### src/rtl/dma_ctl_pkg.sv
package dma_ctl_pkg;

    // Bit positions inside each 8-bit channel register
    localparam int REG_W     = 8;
    localparam int POS_DONE  = 7;
    localparam int POS_KEEP  = 3;
    localparam int POS_ABORT = 2;
    localparam int POS_START = 1;
    localparam int POS_EN    = 0;
    localparam int CMD_W     = POS_KEEP + 1;

    // Stored per-channel state
    typedef struct packed {
        logic done;
        logic keep;
        logic en;
    } chan_state_t;

    // Per-channel bus command after address decode
    typedef struct packed {
        logic wr;
        logic rd;
        logic en;
        logic keep;
        logic abort;
        logic start;
    } chan_cmd_t;

    function automatic logic [REG_W-1:0] pack_status(chan_state_t s);
        logic [REG_W-1:0] r;
        r = '0;
        r[POS_DONE] = s.done;
        r[POS_KEEP] = s.keep;
        r[POS_EN]   = s.en;
        return r;
    endfunction

    function automatic chan_cmd_t make_cmd(logic wr, logic rd, logic [CMD_W-1:0] d);
        chan_cmd_t c;
        c.wr    = wr;
        c.rd    = rd;
        c.en    = d[POS_EN];
        c.keep  = d[POS_KEEP];
        c.abort = d[POS_ABORT];
        c.start = d[POS_START];
        return c;
    endfunction

endpackage

### src/rtl/dma_bus_decode.sv
module dma_bus_decode
    import dma_ctl_pkg::*;
#(
    parameter int NCH    = 4,
    parameter int ADDR_W = 3
) (
    input  logic [ADDR_W-1:0]           bus_addr,
    input  logic                        bus_wr,
    input  logic                        bus_rd,
    input  logic [CMD_W-1:0]            wdata,
    input  logic [NCH-1:0][REG_W-1:0]   status,
    output chan_cmd_t                   cmd [NCH],
    output logic [REG_W-1:0]            rdata
);

    logic [NCH-1:0] sel;

    for (genvar n = 0; n < NCH; n++) begin : g_sel
        assign sel[n] = (bus_addr == ADDR_W'(2 * n));
        assign cmd[n] = make_cmd(bus_wr & sel[n], bus_rd & sel[n], wdata);
    end

    always_comb begin
        rdata = '0;
        for (int n = 0; n < NCH; n++) begin
            if (sel[n]) rdata = rdata | status[n];
        end
    end

endmodule

### src/rtl/dma_chan_unit.sv
module dma_chan_unit
    import dma_ctl_pkg::*;
(
    input  logic             clk,
    input  logic             rst,
    input  chan_cmd_t        cmd,
    input  logic             hw_req,
    input  logic             susp,
    input  logic             tc_evt,
    input  logic             nmi,
    output logic             en,
    output logic             keep,
    output logic             done,
    output logic             start_pulse,
    output logic             abort_pulse,
    output logic [REG_W-1:0] status
);

    chan_state_t st_q, st_d;
    logic        take_hw, take_sw, do_abort;
    logic        start_q, abort_q;

    assign take_hw  = hw_req & st_q.en & (~st_q.done | st_q.keep);
    assign take_sw  = cmd.wr & cmd.start & ~cmd.abort & st_q.en & ~st_q.done;
    assign do_abort = cmd.wr & cmd.abort;

    always_comb begin
        st_d = st_q;
        // enable: nmi > abort > terminal count (non-keep) > write
        if (cmd.wr) begin
            st_d.keep = cmd.keep;
            st_d.en   = cmd.en;
        end
        if (tc_evt && !st_q.keep) st_d.en = 1'b0;
        if (do_abort)             st_d.en = 1'b0;
        if (nmi)                  st_d.en = 1'b0;
        // completion flag: set beats read-clear
        if (cmd.rd)  st_d.done = 1'b0;
        if (tc_evt)  st_d.done = 1'b1;
    end

    always_ff @(posedge clk) begin
        if (rst) begin
            st_q    <= '0;
            start_q <= 1'b0;
            abort_q <= 1'b0;
        end else begin
            st_q    <= st_d;
            start_q <= take_hw | take_sw;
            abort_q <= do_abort & (st_q.en | susp);
        end
    end

    assign en          = st_q.en;
    assign keep        = st_q.keep;
    assign done        = st_q.done;
    assign start_pulse = start_q;
    assign abort_pulse = abort_q;
    assign status      = pack_status(st_q);

endmodule

### src/rtl/dma_chan_ctrl.sv
module dma_chan_ctrl
    import dma_ctl_pkg::*;
#(
    parameter int NCH    = 4,
    parameter int ADDR_W = $clog2(2 * NCH)
) (
    input  logic              clk,
    input  logic              rst,
    input  logic [ADDR_W-1:0] bus_addr,
    input  logic              bus_wr,
    input  logic              bus_rd,
    input  logic [7:0]        bus_wdata,
    output logic [7:0]        bus_rdata,
    input  logic [NCH-1:0]    hw_req,
    input  logic [NCH-1:0]    susp,
    input  logic [NCH-1:0]    tc_evt,
    input  logic              nmi,
    output logic [NCH-1:0]    chan_en,
    output logic [NCH-1:0]    start_pulse,
    output logic [NCH-1:0]    abort_pulse
);

    chan_cmd_t                  cmd [NCH];
    logic [NCH-1:0][REG_W-1:0]  status;
    logic [NCH-1:0]             keep_vec;
    logic [NCH-1:0]             done_vec;
    logic [NCH-1:0]             rd_hit;

    dma_bus_decode #(.NCH(NCH), .ADDR_W(ADDR_W)) u_dec (
        .bus_addr (bus_addr),
        .bus_wr   (bus_wr),
        .bus_rd   (bus_rd),
        .wdata    (bus_wdata[CMD_W-1:0]),
        .status   (status),
        .cmd      (cmd),
        .rdata    (bus_rdata)
    );

    for (genvar n = 0; n < NCH; n++) begin : g_ch
        assign rd_hit[n] = cmd[n].rd;
        dma_chan_unit u_ch (
            .clk         (clk),
            .rst         (rst),
            .cmd         (cmd[n]),
            .hw_req      (hw_req[n]),
            .susp        (susp[n]),
            .tc_evt      (tc_evt[n]),
            .nmi         (nmi),
            .en          (chan_en[n]),
            .keep        (keep_vec[n]),
            .done        (done_vec[n]),
            .start_pulse (start_pulse[n]),
            .abort_pulse (abort_pulse[n]),
            .status      (status[n])
        );
    end

endmodule

### config.mk
export PLATFORM = sky130hd
export DESIGN_NAME = dma_chan_ctrl
export DESIGN_NICKNAME = d
export VERILOG_FILES = /design/src/rtl/dma_ctl_pkg.sv /design/src/rtl/dma_bus_decode.sv /design/src/rtl/dma_chan_unit.sv /design/src/rtl/dma_chan_ctrl.sv
export SDC_FILE = /design/constraint.sdc
export NUM_CORES = 1
export LEC_CHECK = 0
export BUFFER_PORTS_ARGS = -buffer_cell sky130_fd_sc_hd__buf_2
export CORE_UTILIZATION = 40
export CTS_CLUSTER_SIZE = 25
export DETAILED_ROUTE_END_ITERATION = 7
export HOLD_SLACK_MARGIN = 0.08
export PLACE_DENSITY = 0.69
export SYNTH_ARGS = -nofsm -noshare
export SYNTH_HDL_FRONTEND = slang
export SYNTH_SLANG_ARGS = --single-unit
export TNS_END_PERCENT = 100
### constraint.sdc
create_clock -name clk -period 2.35 [get_ports clk]
set_input_delay 0.705 -clock clk [delete_from_list [all_inputs] [get_ports clk]]
set_output_delay 0.705 -clock clk [all_outputs]
set_load 0.02 [all_outputs]
# Yosys cells after proc, flatten, opt, wreduce, memory -nomap -nowiden

Index checks and enable logic that the tools add are counted.

Register bits after elaboration: 20
Output and inout bits: 20
Logic and storage cells: 112

Equality and inequality tests: 3
Multiplexer cells: 12
Bitwise logic cells: 60
Reductions and logical operators: 17

Operators by type and width:

| cell                                                             | count |
|---|---|
| 1-bit bitwise AND                                                | 40 |
| 8-bit two-way mux                                                | 4 |
| 8-bit OR                                                         | 3 |
| 4-bit OR reduction                                               | 4 |
| 1-bit OR                                                         | 12 |
| 1-bit two-way mux                                                | 8 |
| 2-bit nonzero test                                               | 4 |
| 3-bit == test (second input constant)                            | 2 |
| 1-bit NOT                                                        | 5 |
| 1-bit logical AND                                                | 4 |
| 1-bit zero test                                                  | 4 |
| 3-bit by 2-bit == test with 1-bit output (second input constant) | 1 |
| 3-bit zero test                                                  | 1 |

# Logic depth before layout (Yosys ltp)

Depth after elaboration: 8
Depth in mapped cells: 4

# Cells and area by module

From an unflattened synthesis, not the netlist that was laid out.

Cells, all modules: 182
Area, all modules: 1507.7 um^2

Modules (own cells, without submodules):

| module         | times used | cells each | area an instance (um^2) | seq. area each (um^2) |
|---|---|---|---|---|
| dma_chan_unit  | 4          | 31         | 270.3                   | 100.1 |
| dma_bus_decode | 1          | 58         | 426.7                   | 0.0 |

# Worst setup path after synthesis

No wires, ideal clock.

Path kind: input to output
Start: input port bus_addr[2]
End: output port bus_rdata[0]
Arrival time: 1.532 ns
Path slack: 0.113 ns
Stages: 3
Path buffers: 1
Path through: buf_6 mux4_2 and2b_1

Longest elaborated chain between the ends: 8

RTL lines:

| item                | RTL line             | source |
|---|---|---|
| start: declaration  | dma_chan_ctrl.sv:9   | `input logic [ADDR_W-1:0] bus_addr,` |
| 3-bit zero test     | dma_bus_decode.sv:19 | `assign sel[n] = (bus_addr == ADDR_W'(2 * n));` |
| 8-bit two-way mux   | dma_bus_decode.sv:26 | `if (sel[n]) rdata = rdata \| status[n];` |
| 8-bit OR            | dma_bus_decode.sv:26 |  |
| 8-bit two-way mux   | dma_bus_decode.sv:26 |  |
| 8-bit OR            | dma_bus_decode.sv:26 |  |
| 8-bit two-way mux   | dma_bus_decode.sv:26 |  |
| 8-bit OR            | dma_bus_decode.sv:26 |  |
| 8-bit two-way mux * | dma_bus_decode.sv:26 |  |
| end: declaration    | dma_chan_ctrl.sv:13  | `output logic [7:0] bus_rdata,` |

Every way passes the cells marked *; elsewhere a longest branch is shown, timed or not.

# Worst setup path after layout

Same ends and word-level chain as after synthesis.

==> results.sh <==
export IMPL_antenna_cells=0
export IMPL_ant_nets=0
export IMPL_core_mm2=0.002734
export IMPL_fin_nets=171
export IMPL_holdBufCountCts=0
export IMPL_syn2layout_area_growth_pct=13.76
export IMPL_combPwrFrac=0.156
export IMPL_synth_seq_cells=20
export IMPL_yosysUniqueCellTypes=27
export IMPL_syn_area_mm2=0.001146
export IMPL_p_per_area_mw_per_mm2=505.6
export IMPL_synth_edf_count=0
export IMPL_fin_tns_setup_ps=0
export IMPL_status="finished, final reports clean"
export IMPL_endpoint_kind="output pin"
export IMPL_place_congestion=0.8146
export IMPL_required_ps=1640
export IMPL_fmax_mhz=432.9
export IMPL_hold_class="flip-flop to flip-flop"
export IMPL_setup_viol=0
export IMPL_fin_crit_ps=2310
export IMPL_arrival_ps=1610
export IMPL_clockPowerShare=0.307
export IMPL_rsz0062_at_grt="false"
export IMPL_clk_latency_ps=300
export IMPL_dpl_hpwl_um=1874
export IMPL_drt_initial_drc_count=33
export IMPL_skew_ps=5.621
export IMPL_die_w_um=55.53
export IMPL_synth_area_leaders="dfxtp_1, buf_4, a2111oi_2, mux4_2, nor2_1"
export IMPL_fp_dieH_um=55.53
export IMPL_worst_setup_path_type="input port to output pin"
export IMPL_cts_root_buf="clkbuf_4"
export IMPL_synthArstFlopShare=0
export IMPL_finalCritPeriodShare=0.9831
export IMPL_slew_viol_final=0
export IMPL_power_leakage_nw=0.5393
export IMPL_start_util=0.4192
export IMPL_maxCapViolCount=0
export IMPL_cts_max_level=1
export IMPL_drt_pass1_iterations=6
export IMPL_portBuffers=38
export IMPL_grt_max_degree=15
export IMPL_ys_warn_count=0
export IMPL_critPathLaunchType="input port"
export IMPL_viasPerCell=5.087
export IMPL_yosysMostFrequentCell="dfxtp_1"
export IMPL_groute_usage_overall=0.1634
export IMPL_syn_inst=113
export IMPL_die_area_mm2=0.003084
export IMPL_synth_commonest_cells="dfxtp_1, buf_4, nor2_1"
export IMPL_drive_gt1_frac=0.4648
export IMPL_clk_pin_slew_worst_paths_ps=110
export IMPL_grt_pass1_vias=823
export IMPL_synth_top_cell_by_area="dfxtp_1"
export IMPL_route_detailed_wl_per_inst_um=13.29
export IMPL_ys_seq_area_frac=0.3493
export IMPL_cts_inserted_buffers=3
export IMPL_synth_top_area_share=0.3493
export IMPL_wl_um=2300
export IMPL_vias=880
export IMPL_syn_area_per_cell_um2=10.14
export IMPL_switching_share=0.2598
export IMPL_ios=48
export IMPL_clockBufferDepth=2
export IMPL_antenna_found_initial=0
export IMPL_sequentialPowerShare=0.537
export IMPL_post_route_util=0.4769
export IMPL_cts_sinks=20
export IMPL_power_switching_mw=0.1713
export IMPL_overflow=0
export IMPL_fp_row_count=19
export IMPL_hold_viol=0
export IMPL_cts_tree="done"
export IMPL_irDropWorstVdd_v=0.0002724
export IMPL_intPower_mw=0.4880
export IMPL_drc=0
export IMPL_synthFlopType="dfxtp_1"
export IMPL_crit_fanout=4
export IMPL_grt_pass1_wl_um=3884
-- per-layer routing --
metal  global-route usage  routed length, um  vias up
li1                     -                  -      435
met4              0.06429                 20        0
met3              0.02342                105        2
met2               0.3012               1230       29
met1               0.1879                944      414
met5                    0                  0        -
-- final timing paths --
check | start | endpoint | slack [ps] | cells past startpoint
worst max-delay path | bus_addr[2] | bus_rdata[0] | 40 | 4
worst max register to register | g_ch[0].u_ch.keep | g_ch[0].u_ch.start_pulse | 1410 | 2
worst min-delay path | g_ch[1].u_ch.done | g_ch[1].u_ch.start_pulse | 510 | 1
worst min register to register | g_ch[1].u_ch.done | g_ch[1].u_ch.start_pulse | 510 | 1
-- layout by cell type, fill, tap and decap left out, drive strengths merged --
cell / count
nor2: 16
and4bb: 2
or4b: 1
buf: 42
nand4bb: 1
nand2: 5
and4b: 1
mux2i: 4
a21oi: 8
nand2b: 2
nand4b: 1
o31ai: 1
or2: 1
clkbuf: 4
inv: 5
a2111oi: 8
mux4: 3
nor3b: 4
and2b: 3
nor4b: 1
conb: 5
dfxtp: 20
nor2b: 4
-- sequential cells by signal, summed over array words and instances (netlist names) --
| signal | count |
|---|---|
| g_ch.u_ch.abort_pulse | 4 |
| g_ch.u_ch.done | 4 |
| g_ch.u_ch.start_pulse | 4 |
| g_ch.u_ch.en | 4 |
| g_ch.u_ch.keep | 4 |
-- layout make-up --
cell class	count	area, um2
clock buffers	4	36.28
fillers	259	1430
inverters	5	18.77
multi-input cells	71	580.6
flip-flops and latches	20	400.4
well taps	31	38.79
repair buffers	42	229.0
-- through the flow --
stage          setup WS [ps]  hold WS [ps]  cell area [um2]  power, mW  cells
3_3_place_gp          -9.079         483.6             1259     0.4603    169
6_report               39.82         511.2             1304     0.6592    173
3_5_place_dp          -34.56         491.6             1259     0.4629    169
2_1_floorplan          113.3         448.6             1161     0.4313    117
4_1_cts                4.816         507.9             1297     0.6637    173
5_1_grt                16.61         531.7             1304     0.6892    173
-- critical path: stages --
cell	delay, ps
buf_6	90
mux4_2	490
and2b_1	170
buf_2	150
-- repair_timing --
action	4_1_cts	5_1_grt
buffers inserted	0	0
setup endpoints to repair	2	2
resized for setup	1	2
cloned	0	0
-- power by group through the flow --
| stage | clock [mW] | sequential [mW] | combinational [mW] |
|---|---|---|---|
| finish | 0.202 | 0.354 | 0.103 |
| global route | 0.221 | 0.355 | 0.114 |
| CTS | 0.208 | 0.354 | 0.102 |
| detailed placement | 0 | 0.362 | 0.101 |
| global placement | 0 | 0.361 | 0.0991 |
| floorplan | 0 | 0.359 | 0.0722 |
-- logic make-up (layout without fill, tap and decap cells) --
kind of cell | after synthesis | count (layout) | share of synthesized area
flip-flops | 20 | 20 | 0.3493
AO/OA/AOI/OAI | 17 | 17 | 0.1550
multiplexers | 7 | 7 | 0.09388
AND/OR/NAND/NOR | 42 | 42 | 0.2413
other | 1 | 5 | 0.003272
buffers and inverters | 26 | 51 | 0.1572
Note: power is estimated with default switching activity, not from simulation.
